[src/rtl/rxw_pkg.sv]
package rxw_pkg;

  localparam int WM_BYTE_W = 8;

  typedef enum logic [1:0] {
    WM_SHALLOW = 2'b00,
    WM_MID     = 2'b01,
    WM_DEEP    = 2'b10,
    WM_DEEP_B  = 2'b11
  } wm_code_e;

  // Byte threshold for a watermark code; shallow is promoted when the
  // reject window must be allowed to finish before DMA starts.
  function automatic logic [WM_BYTE_W-1:0] wm_bytes(input logic [1:0] code,
                                                    input logic force_deep);
    case (wm_code_e'(code))
      WM_SHALLOW: return force_deep ? WM_BYTE_W'(64) : WM_BYTE_W'(16);
      WM_MID:     return WM_BYTE_W'(64);
      default:    return WM_BYTE_W'(128);
    endcase
  endfunction

  // Final verdict from its three contributors.
  function automatic logic verdict(input logic promisc, input logic ext_en,
                                   input logic int_off, input logic int_ok,
                                   input logic rejected);
    if (promisc) return 1'b1;
    if (ext_en)  return (int_off || int_ok) && !rejected;
    return int_ok;
  endfunction

endpackage

[src/rtl/rxw_pulse_qual.sv]
module rxw_pulse_qual #(
  parameter int MIN_CLKS = 28
) (
  input  logic clk,
  input  logic rst_n,
  input  logic raw,
  output logic qual
);
  localparam int CW = $clog2(MIN_CLKS + 1);
  localparam logic [CW-1:0] SAT   = CW'(MIN_CLKS);
  localparam logic [CW-1:0] NEED1 = CW'(MIN_CLKS - 1);

  logic [CW-1:0] run_cnt;

  always_ff @(posedge clk or negedge rst_n) begin
    if (!rst_n)         run_cnt <= '0;
    else if (!raw)      run_cnt <= '0;
    else if (run_cnt != SAT) run_cnt <= run_cnt + 1'b1;
  end

  assign qual = raw && (run_cnt >= NEED1);

  generate
    if (MIN_CLKS > 1) begin : g_chk
      // qualification needs the input to have been high before
      a_r6_needs_history: assert property (@(posedge clk) disable iff (!rst_n)
        qual |-> $past(raw));
    end
  endgenerate
endmodule

[src/rtl/rxw_bit_window.sv]
module rxw_bit_window #(
  parameter int WIN_LO = 2,
  parameter int WIN_HI = 512
) (
  input  logic clk,
  input  logic rst_n,
  input  logic restart,
  input  logic active,
  input  logic tick,
  input  logic early_close,
  output logic win_open,
  output logic win_done
);
  localparam int CNT_W = $clog2(WIN_HI + 1);
  localparam logic [CNT_W-1:0] LO_V = CNT_W'(WIN_LO);
  localparam logic [CNT_W-1:0] HI_V = CNT_W'(WIN_HI);

  logic [CNT_W-1:0] bit_cnt;

  always_ff @(posedge clk or negedge rst_n) begin
    if (!rst_n)                                   bit_cnt <= '0;
    else if (restart)                             bit_cnt <= '0;
    else if (active && tick && bit_cnt != HI_V)   bit_cnt <= bit_cnt + 1'b1;
  end

  assign win_done = (bit_cnt == HI_V);
  assign win_open = active && !early_close && (bit_cnt >= LO_V) && !win_done;

  // counter never passes the upper window edge
  a_r1_cnt_bounded: assert property (@(posedge clk) disable iff (!rst_n)
    bit_cnt <= HI_V);
  // the window can only be open once ticks have advanced past the start
  a_r1_open_after_ticks: assert property (@(posedge clk) disable iff (!rst_n)
    $past(restart) |-> !win_open);
endmodule

[src/rtl/rxw_addr_filter.sv]
module rxw_addr_filter #(
  parameter int LAF_WORDS = 4,
  parameter int LAF_W     = 16,
  localparam int LAF_BITS = LAF_WORDS * LAF_W,
  localparam int HASH_W   = $clog2(LAF_BITS)
) (
  input  logic                cfg_promisc,
  input  logic                cfg_no_bcast,
  input  logic                cfg_no_phys,
  input  logic [LAF_BITS-1:0] cfg_laf,
  input  logic                hit_phys,
  input  logic                hit_bcast,
  input  logic                hit_mcast,
  input  logic [HASH_W-1:0]   hit_hash,
  output logic                int_ok,
  output logic                int_off
);
  logic [LAF_WORDS-1:0] word_zero;

  generate
    for (genvar w = 0; w < LAF_WORDS; w++) begin : g_word
      assign word_zero[w] = (cfg_laf[w*LAF_W +: LAF_W] == '0);
    end
  endgenerate

  assign int_off = !cfg_promisc && cfg_no_bcast && cfg_no_phys && (&word_zero);
  assign int_ok  = (hit_phys  && !cfg_no_phys)  ||
                   (hit_bcast && !cfg_no_bcast) ||
                   (hit_mcast && cfg_laf[hit_hash]);
endmodule

[src/rtl/rxw_dma_gate.sv]
module rxw_dma_gate
  import rxw_pkg::*;
(
  input  logic       clk,
  input  logic       rst_n,
  input  logic       restart,
  input  logic       active,
  input  logic       byte_stb,
  input  logic       rej_hold,
  input  logic [1:0] wm_code,
  input  logic       force_deep,
  output logic       dma_hold
);
  localparam logic [WM_BYTE_W-1:0] CNT_MAX = '1;

  logic [WM_BYTE_W-1:0] byte_cnt;
  logic [WM_BYTE_W-1:0] thr;

  assign thr = wm_bytes(wm_code, force_deep);

  always_ff @(posedge clk or negedge rst_n) begin
    if (!rst_n)                                         byte_cnt <= '0;
    else if (restart)                                   byte_cnt <= '0;
    else if (active && byte_stb && byte_cnt != CNT_MAX) byte_cnt <= byte_cnt + 1'b1;
  end

  assign dma_hold = active && ((byte_cnt < thr) || rej_hold);

  // no watermark lets DMA start before 16 bytes
  a_r9_floor_sixteen: assert property (@(posedge clk) disable iff (!rst_n)
    (active && byte_cnt < WM_BYTE_W'(16)) |-> dma_hold);
  // deep-mode promotion keeps DMA held below 64 bytes
  a_r9_forced_deep: assert property (@(posedge clk) disable iff (!rst_n)
    (active && force_deep && byte_cnt < WM_BYTE_W'(64)) |-> dma_hold);
endmodule

[src/rtl/rx_reject_window.sv]
module rx_reject_window
  import rxw_pkg::*;
#(
  parameter int MIN_CLKS  = 28,
  parameter int WIN_LO    = 2,
  parameter int WIN_HI    = 512,
  parameter int LAF_WORDS = 4,
  parameter int LAF_W     = 16,
  localparam int LAF_BITS = LAF_WORDS * LAF_W,
  localparam int HASH_W   = $clog2(LAF_BITS)
) (
  input  logic                clk,
  input  logic                rst_n,
  input  logic                run_en,
  input  logic                sfd_stb,
  input  logic                bit_tick,
  input  logic                rx_byte_stb,
  input  logic                rx_eof_stb,
  input  logic                ext_rej_in,
  input  logic                cfg_promisc,
  input  logic                cfg_ext_rej_en,
  input  logic                cfg_no_bcast,
  input  logic                cfg_no_phys,
  input  logic                cfg_runt_ok,
  input  logic                cfg_full_dup,
  input  logic [1:0]          cfg_wm_code,
  input  logic [LAF_BITS-1:0] cfg_laf,
  input  logic                hit_phys,
  input  logic                hit_bcast,
  input  logic                hit_mcast,
  input  logic [HASH_W-1:0]   hit_hash,
  output logic                dec_vld,
  output logic                dec_accept,
  output logic                dma_hold
);
  logic in_frame, end_seen, rej_seen;
  logic restart, rej_qual, win_open, win_done, early_close;
  logic int_ok, int_off, fin, rej_latch, accept_now;

  assign restart     = run_en && sfd_stb;
  assign early_close = cfg_runt_ok && end_seen;

  rxw_pulse_qual #(.MIN_CLKS(MIN_CLKS)) u_qual (
    .clk(clk), .rst_n(rst_n), .raw(ext_rej_in), .qual(rej_qual)
  );

  rxw_bit_window #(.WIN_LO(WIN_LO), .WIN_HI(WIN_HI)) u_win (
    .clk(clk), .rst_n(rst_n), .restart(restart), .active(in_frame),
    .tick(bit_tick), .early_close(early_close),
    .win_open(win_open), .win_done(win_done)
  );

  rxw_addr_filter #(.LAF_WORDS(LAF_WORDS), .LAF_W(LAF_W)) u_filt (
    .cfg_promisc(cfg_promisc), .cfg_no_bcast(cfg_no_bcast),
    .cfg_no_phys(cfg_no_phys), .cfg_laf(cfg_laf),
    .hit_phys(hit_phys), .hit_bcast(hit_bcast), .hit_mcast(hit_mcast),
    .hit_hash(hit_hash), .int_ok(int_ok), .int_off(int_off)
  );

  rxw_dma_gate u_gate (
    .clk(clk), .rst_n(rst_n), .restart(restart), .active(in_frame),
    .byte_stb(rx_byte_stb), .rej_hold(rej_seen), .wm_code(cfg_wm_code),
    .force_deep(cfg_runt_ok || cfg_full_dup), .dma_hold(dma_hold)
  );

  assign rej_latch  = cfg_ext_rej_en && !cfg_promisc && win_open && rej_qual;
  assign fin        = in_frame && end_seen && (win_done || cfg_runt_ok);
  assign accept_now = verdict(cfg_promisc, cfg_ext_rej_en, int_off, int_ok, rej_seen);

  always_ff @(posedge clk or negedge rst_n) begin
    if (!rst_n) begin
      in_frame   <= 1'b0;
      end_seen   <= 1'b0;
      rej_seen   <= 1'b0;
      dec_vld    <= 1'b0;
      dec_accept <= 1'b0;
    end else begin
      dec_vld <= 1'b0;
      if (!run_en) begin
        in_frame <= 1'b0;
      end else if (sfd_stb) begin
        in_frame <= 1'b1;
        end_seen <= 1'b0;
        rej_seen <= 1'b0;
      end else if (fin) begin
        in_frame   <= 1'b0;
        dec_vld    <= 1'b1;
        dec_accept <= accept_now;
      end else if (in_frame) begin
        end_seen <= end_seen || rx_eof_stb;
        rej_seen <= rej_seen || rej_latch;
      end
    end
  end

  // a reject can only be latched out of an open window
  a_r1_latch_in_window: assert property (@(posedge clk) disable iff (!rst_n)
    $rose(rej_seen) |-> $past(win_open && rej_qual));
  // promiscuous verdicts are always accept
  a_r3_promisc_accepts: assert property (@(posedge clk) disable iff (!rst_n)
    (dec_vld && $past(cfg_promisc)) |-> dec_accept);
  // verdict strobe lasts one cycle
  a_r8_single_pulse: assert property (@(posedge clk) disable iff (!rst_n)
    dec_vld |=> !dec_vld);
  // a stopped block issues nothing and holds nothing
  a_r10_idle_when_stopped: assert property (@(posedge clk) disable iff (!rst_n)
    !run_en |=> (!dec_vld && !dma_hold));
  // a latched reject never yields an accept without promiscuous mode
  a_r2_reject_sticks: assert property (@(posedge clk) disable iff (!rst_n)
    (fin && rej_seen && !cfg_promisc && run_en && !sfd_stb) |=> !dec_accept);
endmodule

[config.mk]
export PLATFORM = sky130hd
export DESIGN_NAME = rx_reject_window
export DESIGN_NICKNAME = d
export VERILOG_FILES = /design/src/rtl/rxw_pkg.sv /design/src/rtl/rxw_pulse_qual.sv /design/src/rtl/rxw_bit_window.sv /design/src/rtl/rxw_addr_filter.sv /design/src/rtl/rxw_dma_gate.sv /design/src/rtl/rx_reject_window.sv
export SDC_FILE = /design/constraint.sdc
export NUM_CORES = 1
export LEC_CHECK = 0
export BUFFER_PORTS_ARGS = -buffer_cell sky130_fd_sc_hd__buf_2
export CELL_PAD_IN_SITES_DETAIL_PLACEMENT = 0
export CELL_PAD_IN_SITES_GLOBAL_PLACEMENT = 2
export CORE_MARGIN = 2
export CORE_UTILIZATION = 29
export CTS_BUF_LIST = sky130_fd_sc_hd__clkbuf_2
export CTS_CLUSTER_SIZE = 25
export DETAILED_ROUTE_END_ITERATION = 8
export PLACE_DENSITY_LB_ADDON = 0.08
export RECOVER_POWER = 25
export SKIP_CTS_REPAIR_TIMING = 1
export SLEW_MARGIN = 5
export SYNTH_ARGS = -nofsm -noshare
export SYNTH_HDL_FRONTEND = slang
export SYNTH_SLANG_ARGS = --single-unit
[constraint.sdc]
create_clock -name clk -period 2.7 [get_ports clk]
set_clock_uncertainty 0.1 [all_clocks]
set_input_delay 0 -clock clk [delete_from_list [all_inputs] [get_ports clk]]
set_output_delay 0 -clock clk [all_outputs]
set_load 0.01 [all_outputs]
==> out/qor.csv <==
metric;value;unit
outcome;finished clean;
route.vias.total;2113;
via_per_inst;5.03;
ff2ff_setup_slack;0.30;ns
cts_buffers;3;
grt_max_degree;29;
maxSlewViolCount;0;
dp_hpwl;5310;um
vdd_drop_max;0.233;mV
cts_root_buf;clkbuf_2;
synth_ff_type;dfrtp_1;
drtIter0Drc;86;
grt_pass1_vias;2096;
path_delay_family;simple AND/OR/NAND/NOR gates;
cap_violations;0;
p_leak;1.33;nW
rr_endpoint;in_frame;
worst_pin_slew;1.39;ns
syn_area;2160;um2
syn_inst;220;
holdPathStages;4;
combPwrFrac;29.4;%
synth_top_area_share;32.4;%
rows;31;
finalSetupViolations;0;
hold_viol;0;
period_share;88.8;%
port_buffers;91;
slew-limit-headroom;7.28;%
reg2reg_depth;5;
p_int;0.000740;W
synth.distinct_cells;44;
die_h;90.4;um
layout_setup_ws;0.303;ns
crit_path_end_kind;flop;
syn_area_per_cell;9.84;um2
yosys_register_bits;28;
core_region_area;7250;um2
diodes;0;
fin_crit;2.40;ns
start_util;29.8;%
ant_nets;0;
area_growth_syn_to_layout;33.1;%
fin_setup_tns;0;ns
dieWidth;90.4;um
min_to;dec_accept;
dr.pass1.iters;4;
clkPwrFrac;24.7;%
worst_skew_pair.late_latency;0.37;ns
worstSetupStartpointType;flop;
grt_overflow;0;
synth_nets;317;
hp-class;primary input to flop;
yosys-top-cells-count;dfrtp_1, nor2_1, nor4_1, mux4_2, nand2_1;
whs;0.00767;ns
clockBufferDepth;2;
synth.area.top_cells;dfrtp_1, mux4_2, ha_1;
critPathArrivalTime;2.60;ns
synth_top_cell_by_area;dfrtp_1;
max_stage_delay;0.58;ns
gp_routability_congestion;0.798;
crit_cells;5;
required;2.91;ns
cts_tree;done;
worst-path-buf-inv;1;
final_area;2880;um2
min_from;cfg_ext_rej_en;
p_per_area;361;nW/um2
ioPinCount;92;
htree_levels;1;
synth-seq-area-share;32.4;%
synth_edf_count;0;
place_area;2720;um2
fin_cells;420;
dp_cells;404;
fill_cells;766;
synth.most_common_cell;dfrtp_1;
grt_pass1_wl;10700;um
wl_per_cell;15.5;um
fp.dieArea;8170;um2
yosysWarnings;0;
synthArstFlopShare;100;%
fmax;417;MHz
drcViolationCount;0;
cts_sinks;28;
p_switching;0.000300;W
routed_wl;6490;um
switching_share;28.8;%
nets;419;
r2r-start;u_win.bit_cnt[4];
critPathKind;flop to flop;
clk_pin_slew;0.29;ns
grt_usage;16.0;%
seq_power_share;45.9;%
worst-path-max-fanout;4;
rsz0062_at_grt;no;
path_cells;or4_1, nor3_1, o21ai_0, a31o_2, dlygate4sd3_1;
dpl_worst_slack;0.427;ns
critPathSlowestCell;or4_1;
antenna_found_initial;0;
layout-drive-gt1-share;35.2;%
## routing by layer
layer / vias to the layer above / track usage (%) / wire length [um]
met4: 0 / 2.31 / 24
li1: 1049 / - / -
met3: 2 / 3.09 / 285
met2: 51 / 28.3 / 3350
met1: 1011 / 20.7 / 2830
met5: - / 0 / 0
## worst max path at each step
stage	slack [ns]	end	start
2_1_floorplan	0.58	u_win.bit_cnt[9]	u_win.bit_cnt[4]
3_3_place_gp	0.46	u_win.bit_cnt[5]	u_win.bit_cnt[4]
3_5_place_dp	0.43	u_win.bit_cnt[9]	u_win.bit_cnt[4]
4_1_cts	0.41	u_win.bit_cnt[9]	u_win.bit_cnt[4]
5_1_grt	0.14	u_win.bit_cnt[4]	rst_n
6_report	0.30	in_frame	u_win.bit_cnt[4]
## worst register-to-register path, delay by kind of cell, from the launching register on
kind                   cells  cell delay [ns]
buffers and inverters      1             0.55
AOI/OAI and AO/OA          2             0.39
DFF                        1             0.48
and+or+nand+nor            2             0.80
## layout make-up
type                    instances  area, um2  area share [%]
multi-input cells             175       1400            48.4
flip-flops and latches         28        701            24.3
repair buffers                104        579            20.1
well taps                      99        124            4.30
inverters                      10       37.5            1.30
clock inverters                 1       30.0            1.04
clock buffers                   3       15.0           0.521
## power groups by stage
| stage | clock network [W] | registers (W) | logic (W) |
|---|---|---|---|
| 3_5_place_dp | 0 | 0.000484 | 0.000297 |
| 6_report | 0.000257 | 0.000477 | 0.000306 |
| 2_1_floorplan | 0 | 0.000480 | 0.000166 |
| 4_1_cts | 0.000272 | 0.000477 | 0.000298 |
| 5_1_grt | 0.000293 | 0.000484 | 0.000345 |
| 3_3_place_gp | 0 | 0.000484 | 0.000298 |
## state kept, by name, summed over array words and instances (netlist names)
signal and flops:
rej_seen 1, end_seen 1, in_frame 1, dec_vld 1, dec_accept 1, u_qual.run_cnt 5
u_win.bit_cnt 10, u_gate.byte_cnt 8
## logic make-up after synthesis
kind of cell | Yosys count | share of synthesized area, %
AOI/OAI and AO/OA | 36 | 11.3
xor gates and xnor gates | 16 | 6.47
adders and majority gates | 8 | 4.62
buffers and inverters | 17 | 3.18
DFF | 28 | 32.4
muxes | 25 | 20.1
and+or+nand+nor | 90 | 22.0
## placed cells by master (no fill, tap or decap), types with 2 or more instances in the layout
| cell | Yosys | final |
|---|---|---|
| nor4_1 | 14 | 14 |
| buf_2 | 4 | 88 |
| o221ai_1 | 2 | 2 |
| a221oi_1 | 3 | 3 |
| nand2_1 | 12 | 12 |
| mux4_2 | 13 | 13 |
| xnor2_1 | 5 | 5 |
| dlygate4sd3_1 | 0 | 12 |
| or3_1 | 3 | 3 |
| nor2b_1 | 2 | 2 |
| o21ai_0 | 8 | 8 |
| dfrtp_1 | 28 | 28 |
| or4_1 | 4 | 4 |
| nand4_1 | 8 | 8 |
| inv_1 | 10 | 10 |
| xor2_1 | 11 | 11 |
| nor3b_1 | 2 | 2 |
| nand3_1 | 6 | 6 |
| and3_1 | 5 | 5 |
| nor3_1 | 4 | 4 |
| ha_1 | 8 | 8 |
| and2_1 | 2 | 2 |
| clkbuf_2 | 0 | 3 |
| clkbuf_1 | 3 | 3 |
| mux2_2 | 4 | 4 |
| nor2_1 | 23 | 23 |
| nand2b_1 | 2 | 2 |
| mux2i_1 | 7 | 7 |
| a21oi_1 | 7 | 7 |
| o22ai_1 | 2 | 2 |
| a31oi_1 | 3 | 3 |
## through the flow
stage          utilization, %  power, W
2_1_floorplan               -  0.000646
3_3_place_gp             37.5  0.000782
3_5_place_dp             37.5  0.000781
4_1_cts                  38.1   0.00105
5_1_grt                  39.7   0.00112
6_report                 39.7   0.00104
No activity file was read; power rests on OpenSTA's default activity.
